## src/rtl/rt_pkg.sv

```systemverilog
// Shared types, register addresses and format helpers for the raster timer.
// Assumes 12-bit timing fields and a single pixel clock domain.
package rt_pkg;

    localparam int FW         = 12;  // timing field width
    localparam int EXTRA_18   = 14;  // threshold reserve for the 18-bit format

    typedef struct packed {
        logic [FW-1:0] bp;
        logic [FW-1:0] sw;
        logic [FW-1:0] fp;
        logic [FW-1:0] act;
    } seg_t;

    typedef enum logic [3:0] {
        ADR_CTRL    = 4'd0,
        ADR_VID     = 4'd1,
        ADR_HA      = 4'd2,
        ADR_HB      = 4'd3,
        ADR_VA_ODD  = 4'd4,
        ADR_VB_ODD  = 4'd5,
        ADR_VA_EVEN = 4'd6,
        ADR_VB_EVEN = 4'd7,
        ADR_IEN     = 4'd8,
        ADR_ISTAT   = 4'd9
    } reg_adr_e;

    typedef enum logic [2:0] {
        FMT_16A = 3'd0,
        FMT_16B = 3'd1,
        FMT_18  = 3'd2,
        FMT_24  = 3'd3
    } fmt_e;

    // Bytes one pixel occupies for a format code.
    function automatic int fmt_bytes(input logic [2:0] fmt);
        case (fmt)
            FMT_16A, FMT_16B: return 2;
            default:          return 3;
        endcase
    endfunction

    // FIFO fill threshold for a format code.
    function automatic int fmt_thresh(input logic [2:0] fmt, input int depth, input int lat);
        case (fmt)
            FMT_16A, FMT_16B: return depth - 2 * lat;
            FMT_18:           return depth - EXTRA_18;
            default:          return depth - 3 * lat;
        endcase
    endfunction

    // Total length of a segment set.
    function automatic logic [FW+1:0] seg_total(input seg_t s);
        return {2'b00, s.bp} + {2'b00, s.sw} + {2'b00, s.fp} + {2'b00, s.act};
    endfunction

endpackage

```

## src/rtl/rt_regs.sv

```systemverilog
// Register file: timing sets, control bits, interrupt enable and status.
// Assumes single-cycle writes. Reads are combinational on the address.
// Video enable is passed on as set/clear pulses.
module rt_regs
    import rt_pkg::*;
(
    input  logic        clk,
    input  logic        rst_n,
    input  logic        reg_wr,
    input  logic [3:0]  reg_addr,
    input  logic [31:0] reg_wdata,
    output logic [31:0] reg_rdata,
    input  logic        running,
    input  logic        vfp_evt,
    input  logic        unf_evt,
    output seg_t        h_cfg,
    output seg_t        v_odd,
    output seg_t        v_even,
    output logic [2:0]  fmt,
    output logic        clr_start,
    output logic        trig_unf,
    output logic        wait_hs,
    output logic        cont,
    output logic        ilace,
    output logic        fifo_clr,
    output logic        en_set,
    output logic        en_clr,
    output logic [1:0]  istat,
    output logic        irq
);

    logic [1:0] ien;
    logic       vid_req;
    logic       wr_ctrl, wr_vid, wr_stat;

    // Decode of write targets that cause pulses.
    always_comb begin
        wr_ctrl  = reg_wr && (reg_addr == ADR_CTRL);
        wr_vid   = reg_wr && (reg_addr == ADR_VID);
        wr_stat  = reg_wr && (reg_addr == ADR_ISTAT);
        fifo_clr = wr_ctrl && reg_wdata[3];
        en_set   = wr_vid && reg_wdata[0];
        en_clr   = wr_vid && !reg_wdata[0];
        irq      = |(istat & ien);
    end

    // Register storage and status set/clear (a new event wins over a clear).
    always_ff @(posedge clk) begin
        if (!rst_n) begin
            h_cfg     <= '0;
            v_odd     <= '0;
            v_even    <= '0;
            fmt       <= FMT_24;
            clr_start <= 1'b0;
            trig_unf  <= 1'b0;
            wait_hs   <= 1'b0;
            cont      <= 1'b0;
            ilace     <= 1'b0;
            vid_req   <= 1'b0;
            ien       <= '0;
            istat     <= '0;
        end else begin
            istat <= (istat & ~(wr_stat ? reg_wdata[1:0] : 2'b00)) | {unf_evt, vfp_evt};
            if (reg_wr) begin
                case (reg_addr)
                    ADR_CTRL: begin
                        fmt       <= reg_wdata[2:0];
                        clr_start <= reg_wdata[4];
                        trig_unf  <= reg_wdata[5];
                        wait_hs   <= reg_wdata[6];
                    end
                    ADR_VID: begin
                        vid_req <= reg_wdata[0];
                        cont    <= reg_wdata[1];
                        ilace   <= reg_wdata[2];
                    end
                    ADR_HA:      begin h_cfg.bp  <= reg_wdata[FW-1:0];  h_cfg.sw  <= reg_wdata[FW+15:16]; end
                    ADR_HB:      begin h_cfg.fp  <= reg_wdata[FW-1:0];  h_cfg.act <= reg_wdata[FW+15:16]; end
                    ADR_VA_ODD:  begin v_odd.bp  <= reg_wdata[FW-1:0];  v_odd.sw  <= reg_wdata[FW+15:16]; end
                    ADR_VB_ODD:  begin v_odd.fp  <= reg_wdata[FW-1:0];  v_odd.act <= reg_wdata[FW+15:16]; end
                    ADR_VA_EVEN: begin v_even.bp <= reg_wdata[FW-1:0];  v_even.sw <= reg_wdata[FW+15:16]; end
                    ADR_VB_EVEN: begin v_even.fp <= reg_wdata[FW-1:0];  v_even.act <= reg_wdata[FW+15:16]; end
                    ADR_IEN:     ien <= reg_wdata[1:0];
                    default: ;
                endcase
            end
        end
    end

    // Read mux; the video bit reports the live running state.
    always_comb begin
        reg_rdata = '0;
        case (reg_addr)
            ADR_CTRL:    reg_rdata = {25'd0, wait_hs, trig_unf, clr_start, 1'b0, fmt};
            ADR_VID:     reg_rdata = {29'd0, ilace, cont, running};
            ADR_HA:      reg_rdata = {4'd0, h_cfg.sw, 4'd0, h_cfg.bp};
            ADR_HB:      reg_rdata = {4'd0, h_cfg.act, 4'd0, h_cfg.fp};
            ADR_VA_ODD:  reg_rdata = {4'd0, v_odd.sw, 4'd0, v_odd.bp};
            ADR_VB_ODD:  reg_rdata = {4'd0, v_odd.act, 4'd0, v_odd.fp};
            ADR_VA_EVEN: reg_rdata = {4'd0, v_even.sw, 4'd0, v_even.bp};
            ADR_VB_EVEN: reg_rdata = {4'd0, v_even.act, 4'd0, v_even.fp};
            ADR_IEN:     reg_rdata = {30'd0, ien};
            ADR_ISTAT:   reg_rdata = {30'd0, istat};
            default:     reg_rdata = {31'd0, vid_req};
        endcase
    end

endmodule

```

## src/rtl/rt_timing.sv

```systemverilog
// Horizontal/vertical counters, shadowed timing sets, sync/de generation,
// field tracking, and the wait-for-line gate. Timing sets are sampled only at
// run start and at each frame wrap. Assumes every total is at least 2.
module rt_timing
    import rt_pkg::*;
(
    input  logic  clk,
    input  logic  rst_n,
    input  seg_t  h_cfg,
    input  seg_t  v_odd,
    input  seg_t  v_even,
    input  logic  cont,
    input  logic  ilace,
    input  logic  wait_hs,
    input  logic  en_set,
    input  logic  en_clr,
    output logic  running,
    output logic  hsync,
    output logic  vsync,
    output logic  de,
    output logic  field,
    output logic  frame_start,
    output logic  frame_end,
    output logic  vfp_evt,
    output logic  out_gate
);

    localparam int TW = FW + 2;

    logic [TW-1:0] h, v;
    logic [TW-1:0] htot, vtot;
    logic [TW-1:0] h_sync0, h_act0, v_sync0, v_act0, v_fp0;
    seg_t          sh_h, sh_v;
    logic          en_req, hold, h_last, v_last, nxt_field;

    // Region boundaries derived from the active shadow sets.
    always_comb begin
        htot    = seg_total(sh_h);
        vtot    = seg_total(sh_v);
        h_sync0 = {2'b00, sh_h.bp};
        h_act0  = h_sync0 + {2'b00, sh_h.sw} + {2'b00, sh_h.fp};
        v_sync0 = {2'b00, sh_v.bp};
        v_fp0   = v_sync0 + {2'b00, sh_v.sw};
        v_act0  = v_fp0 + {2'b00, sh_v.fp};
        h_last  = (h + 1'b1) >= htot;
        v_last  = (v + 1'b1) >= vtot;
        nxt_field = ilace && !field;
    end

    // Output strobes and levels decoded from the counters.
    always_comb begin
        hsync       = running && (h >= h_sync0) && (h < h_sync0 + {2'b00, sh_h.sw});
        vsync       = running && (v >= v_sync0) && (v < v_fp0);
        de          = running && (h >= h_act0) && (v >= v_act0);
        frame_start = running && (h == '0) && (v == '0);
        frame_end   = running && h_last && v_last;
        vfp_evt     = running && (h == '0) && (v == v_fp0);
        out_gate    = running && !hold;
    end

    // Run control, counters, shadow reload and field toggling.
    always_ff @(posedge clk) begin
        if (!rst_n) begin
            en_req  <= 1'b0;
            running <= 1'b0;
            hold    <= 1'b0;
            h       <= '0;
            v       <= '0;
            field   <= 1'b0;
            sh_h    <= '0;
            sh_v    <= '0;
        end else begin
            if (!running) begin
                if (en_req) begin
                    running <= 1'b1;
                    hold    <= wait_hs;
                    h       <= '0;
                    v       <= '0;
                    field   <= 1'b0;
                    sh_h    <= h_cfg;
                    sh_v    <= v_odd;
                end
            end else if (h_last) begin
                h    <= '0;
                hold <= 1'b0;
                if (v_last) begin
                    v <= '0;
                    if (en_req && cont) begin
                        field <= nxt_field;
                        sh_h  <= h_cfg;
                        sh_v  <= nxt_field ? v_even : v_odd;
                    end else begin
                        running <= 1'b0;
                        field   <= 1'b0;
                        if (!cont) en_req <= 1'b0;
                    end
                end else begin
                    v <= v + 1'b1;
                end
            end else begin
                h <= h + 1'b1;
            end
            if (en_set)      en_req <= 1'b1;
            else if (en_clr) en_req <= 1'b0;
        end
    end

endmodule

```

## src/rtl/rt_fifo.sv

```systemverilog
// Byte-counting output FIFO model: push from the compositor, one pixel taken
// per gated de cycle, format-dependent threshold and underflow detection.
// Assumes the compositor only pushes while pix_ready is high.
module rt_fifo
    import rt_pkg::*;
#(
    parameter int DEPTH_B = 64,
    parameter int LAT_PIX = 6,
    localparam int LW     = $clog2(DEPTH_B) + 2
) (
    input  logic          clk,
    input  logic          rst_n,
    input  logic [2:0]    fmt,
    input  logic          fifo_clr,
    input  logic          clr_start,
    input  logic          frame_start,
    input  logic          pix_valid,
    input  logic          de,
    input  logic          out_gate,
    input  logic          trig_unf,
    output logic          pix_ready,
    output logic          pix_take,
    output logic          unf_evt,
    output logic [LW-1:0] level
);

    logic [LW-1:0] bpp, thr;
    logic          push;

    // Per-format sizes and flow decisions.
    always_comb begin
        bpp       = LW'(fmt_bytes(fmt));
        thr       = LW'(fmt_thresh(fmt, DEPTH_B, LAT_PIX));
        pix_ready = level < thr;
        push      = pix_valid && pix_ready;
        pix_take  = de && out_gate && (level >= bpp);
        unf_evt   = trig_unf && de && out_gate && (level < bpp);
    end

    // Level update with clear and clear-at-frame-start.
    always_ff @(posedge clk) begin
        if (!rst_n) begin
            level <= '0;
        end else if (fifo_clr || (clr_start && frame_start)) begin
            level <= '0;
        end else begin
            level <= level + (push ? bpp : '0) - (pix_take ? bpp : '0);
        end
    end

endmodule

```

## src/rtl/raster_timer.sv

```systemverilog
// Top of the raster timing generator: registers, timing core and FIFO pacer.
// Single clock, synchronous active-low reset.
module raster_timer
    import rt_pkg::*;
#(
    parameter int FIFO_BYTES = 64,
    parameter int LAT_PIX    = 6,
    localparam int LW        = $clog2(FIFO_BYTES) + 2
) (
    input  logic        clk,
    input  logic        rst_n,
    input  logic        reg_wr,
    input  logic [3:0]  reg_addr,
    input  logic [31:0] reg_wdata,
    output logic [31:0] reg_rdata,
    input  logic        pix_valid,
    output logic        pix_ready,
    output logic        pix_take,
    output logic        hsync,
    output logic        vsync,
    output logic        de,
    output logic        field,
    output logic        frame_start,
    output logic        irq
);

    seg_t          h_cfg, v_odd, v_even;
    logic [2:0]    fmt;
    logic          clr_start, trig_unf, wait_hs, cont, ilace;
    logic          fifo_clr, en_set, en_clr, running, frame_end;
    logic          vfp_evt, unf_evt, out_gate;
    logic [1:0]    istat;
    logic [LW-1:0] level;

    rt_regs u_regs (
        .clk, .rst_n, .reg_wr, .reg_addr, .reg_wdata, .reg_rdata,
        .running, .vfp_evt, .unf_evt,
        .h_cfg, .v_odd, .v_even, .fmt, .clr_start, .trig_unf, .wait_hs,
        .cont, .ilace, .fifo_clr, .en_set, .en_clr, .istat, .irq
    );

    rt_timing u_timing (
        .clk, .rst_n, .h_cfg, .v_odd, .v_even, .cont, .ilace, .wait_hs,
        .en_set, .en_clr, .running, .hsync, .vsync, .de, .field,
        .frame_start, .frame_end, .vfp_evt, .out_gate
    );

    rt_fifo #(.DEPTH_B(FIFO_BYTES), .LAT_PIX(LAT_PIX)) u_fifo (
        .clk, .rst_n, .fmt, .fifo_clr, .clr_start, .frame_start, .pix_valid,
        .de, .out_gate, .trig_unf, .pix_ready, .pix_take, .unf_evt, .level
    );

endmodule

```

## config.mk

```make
export PLATFORM = sky130hd
export DESIGN_NAME = raster_timer
export DESIGN_NICKNAME = d
export VERILOG_FILES = /design/src/rtl/rt_pkg.sv /design/src/rtl/rt_regs.sv /design/src/rtl/rt_timing.sv /design/src/rtl/rt_fifo.sv /design/src/rtl/raster_timer.sv
export SDC_FILE = /design/constraint.sdc
export NUM_CORES = 1
export LEC_CHECK = 0
export BUFFER_PORTS_ARGS = -buffer_cell sky130_fd_sc_hd__buf_2
export CAP_MARGIN = 20
export CELL_PAD_IN_SITES_DETAIL_PLACEMENT = 1
export CELL_PAD_IN_SITES_GLOBAL_PLACEMENT = 1
export CORE_ASPECT_RATIO = 1.75
export CORE_MARGIN = 3
export CORE_UTILIZATION = 51
export DETAILED_ROUTE_END_ITERATION = 6
export GPL_TIMING_DRIVEN = 0
export PLACE_DENSITY_LB_ADDON = 0.1
export SETUP_SLACK_MARGIN = 0.2
export SLEW_MARGIN = 10
export SYNTH_ARGS = -nofsm -noshare
export SYNTH_HDL_FRONTEND = slang
export SYNTH_SLANG_ARGS = --single-unit
```

## constraint.sdc

```tcl
create_clock -name clk -period 11.4 [get_ports clk]
set_clock_uncertainty 0.1 [all_clocks]
set_input_delay 2.28 -clock clk [delete_from_list [all_inputs] [get_ports clk]]
set_output_delay 2.28 -clock clk [all_outputs]
set_load 0.1 [all_outputs]
```

==> results.toml <==
[die]
pin_count = 80
num_rows = 91
die-area_um2 = 38800
die_w_um = 150
start_util = 0.522
core_um2 = 35500
die_h_um = 258

[logic_synthesis]
synth_edf_count = 0
synthTopCellsByCount = "nand2_1 (392), dfxtp_1 (293), a21oi_1 (224), ha_1 (196), nor2_1 (146)"
synth_largest_area_cell = "dfxtp_1"
synthDistinctLibCells = 79
synth_top_area_share = 0.316
synthMostInstantiatedCell = "nand2_1"
ys_seq_area_frac = 0.316
ys_warn_count = 0
synth_area_per_cell_um2 = 8.17
yosys-top-cells-area = "dfxtp_1 (32%), ha_1 (13%), nand2_1 (7.9%)"
synth_seq_cells = 293
ys.flop_type = "dfxtp_1"
syn_area_um2 = 18500
async_flop_share = 0
synthCells = 2271

[clock_network]
hold_buffers = 0
clockBufferDepth = 3
ctsRootBufferMaster = "clkbuf_16"
ctsResizeCount = 0
clk_latency_ps = 610
cts_made_buffers = 29
path_clk_slew_ps = 70
h-tree-depth = 1
post_cts_buffers = 0
clock_sinks = 293
cts_tree = "done"

[sta]
hold_viol_final = 0
fin_crit_ps = 9050
rsz0062_at_grt = "no"
finalSetupTns_ps = 0
period_share = 0.794
slew_viol_final = 0
max-slew-margin-rel = 0.293
worst_slack_ps = 2350
tightest_slew_ps = 1060
max_freq_mhz = 111
setup_violations = 0

[final_layout]
antennaDiodeCount = 0
fin_nets = 2612
drive_gt1_frac = 0.0941
multi_input_area_um2 = 11700
seq_area_um2 = 5870
fillers = 4413
final_area_um2 = 20400
area_growth_pct = 10.3
utilization = 0.576

[power]
swShare = 0.294
share_seq_of_total_power = 0.430
irDropWorstVdd_mv = 0.119
power.density_nw_per_um2 = 121
total_power_mw = 2.48
leakagePower_nw = 8.61
p_comb_frac = 0.154
clock_power_share = 0.417
switchingPower_mw = 0.729
p_int_mw = 1.75

[critical_path]
cp_slowest_cell = "or4_1"
cp-end-kind = "output port"
required_ps = 9020
worstPathArrival_ps = 6670
worst-setup-path-type = "reg -> out"
cp_max_fo = 5
slowest_delay_ps = 490
critical_path.startpoint_type = "register"

[global_routing]
overflow = 0
grt_pass1_vias = 19604
grt_antenna_before_repair = 2
grt_usage = 0.385
grt_pass1_wl_mm = 113
grt_max_degree = 16

[drt]
wirelength_mm = 74.8
ant_nets = 0
drt_iter0_drc = 882
firstDrtPassIters = 5
vias = 17740
via_per_inst = 6.21
wire_per_inst_um = 26.2
drc_errors = 0

[placed_design]
dpl_cell_area_um2 = 19400
place.gp.congestion = 0.954
port_buffers = 59
dp_slack_ps = 3080
place_hpwl_mm = 59.6

[job]
cap_violations = 0

[outcome]
status = "finished clean"

[worst_hold_path]
hold_path.class = "reg -> reg"
path summary, 6_finish.rpt:
path / from / depth (start not counted) / slack (ps) / end
hold / removal: u_timing.sh_h[30] / 2 / 370 / u_timing.sh_h[30]
hold reg to reg: u_timing.sh_h[30] / 2 / 370 / u_timing.sh_h[30]
setup / recovery: u_timing.h_sync0[0] / 25 / 2350 / pix_take
setup reg to reg: u_timing.h_sync0[0] / 34 / 3440 / u_fifo.level[7]
critical path: cells and delay by family (launching register included):
family / cells / cell delay (ps)
AO/OA/AOI/OAI: 9 / 1610
adder cells (fa/ha/maj): 5 / 1570
AND/OR/NAND/NOR: 6 / 1250
XOR/XNOR: 2 / 780
buffers and inverters: 3 / 470
flip-flops: 1 / 390
registers in the layout, indices dropped and copies added (netlist names), 2 cells and up:
| signal | flops |
|---|---|
| u_regs.ien | 2 |
| u_timing.sh_v | 48 |
| u_timing.v | 14 |
| u_regs.v_even | 48 |
| u_timing.h | 14 |
| u_timing.h_sync0 | 12 |
| u_regs.fmt | 3 |
| u_regs.istat | 2 |
| u_fifo.level | 8 |
| u_regs.v_odd | 48 |
| u_timing.sh_h | 36 |
| u_regs.h_cfg | 48 |
logic make-up (layout without fill, tap and decap cells):
family                     after synthesis  after routing  synth area share
and+or+nand+nor                        798            798             0.190
AOI/OAI and AO/OA                      571            571             0.214
DFF                                    293            293             0.316
buffers and inverters                  235            347            0.0531
adders and majority gates              206            206             0.142
xor gates and xnor gates               104            104            0.0495
muxes                                   63             63            0.0340
other                                    1              8          0.000202
final cells by class:
cell class,instances,area share
clock buffer,39,0.0403
buffer,126,0.0281
tap,465,0.0285
sequential,293,0.287
clock inverter,14,0.00863
inverter,109,0.0200
timing repair buffer,59,0.0144
multi-input combinational,1750,0.573
power groups by stage:
stage / registers, mW / logic (mW) / clock network, mW
2_1_floorplan: 1.08 / 0.268 / 0
3_3_place_gp: 1.09 / 0.354 / 0
3_5_place_dp: 1.09 / 0.374 / 0
4_1_cts: 1.07 / 0.379 / 1.03
5_1_grt: 1.07 / 0.417 / 1.08
6_report: 1.07 / 0.382 / 1.03
placed cells by master (no fill, tap or decap), types with 5 or more instances in the layout:
master	synthesis	routed
o21a_1	13	13
nor2b_1	29	29
o21bai_1	11	11
fa_1	8	8
o31ai_1	7	7
a211oi_2	49	49
a22oi_1	67	67
a31oi_1	6	6
xor2_1	48	48
buf_4	8	8
o21ai_0	71	71
buf_2	10	69
and2_1	5	5
and3_1	21	21
clkbuf_8	0	6
o31ai_2	12	12
nand3_1	99	99
o211a_1	5	5
or3_1	6	6
nor3_1	27	27
nand4_1	11	11
clkbuf_1	96	100
conb_1	1	8
clkbuf_16	0	29
a2111oi_0	6	6
nand2_1	392	392
a21oi_1	224	224
clkinv_2	0	5
ha_1	196	196
o21ai_1	12	12
xnor2_1	55	55
nor2_1	146	146
a222oi_1	7	7
dfxtp_1	293	293
a21o_1	36	36
buf_6	8	8
mux2i_1	63	63
o211ai_1	5	5
nand2b_1	33	33
inv_1	108	108
metal layers:
layer | vias to the layer above | global-route usage | wire length (um)
li1 | 8107 | - | -
met1 | 8613 | 0.360 | 24300
met2 | 649 | 0.681 | 37600
met3 | 369 | 0.0628 | 3580
met4 | 2 | 0.385 | 9200
met5 | - | 0 | 11
per-stage QoR:
stage | hold slack (ps) | cells
after floorplan | 332 | 2278
after global placement | 351 | 2802
after detailed placement | 359 | 2802
after CTS | 370 | 2855
after global routing | 394 | 2855
final | 367 | 2855
Power figures use the tool's default switching activity.
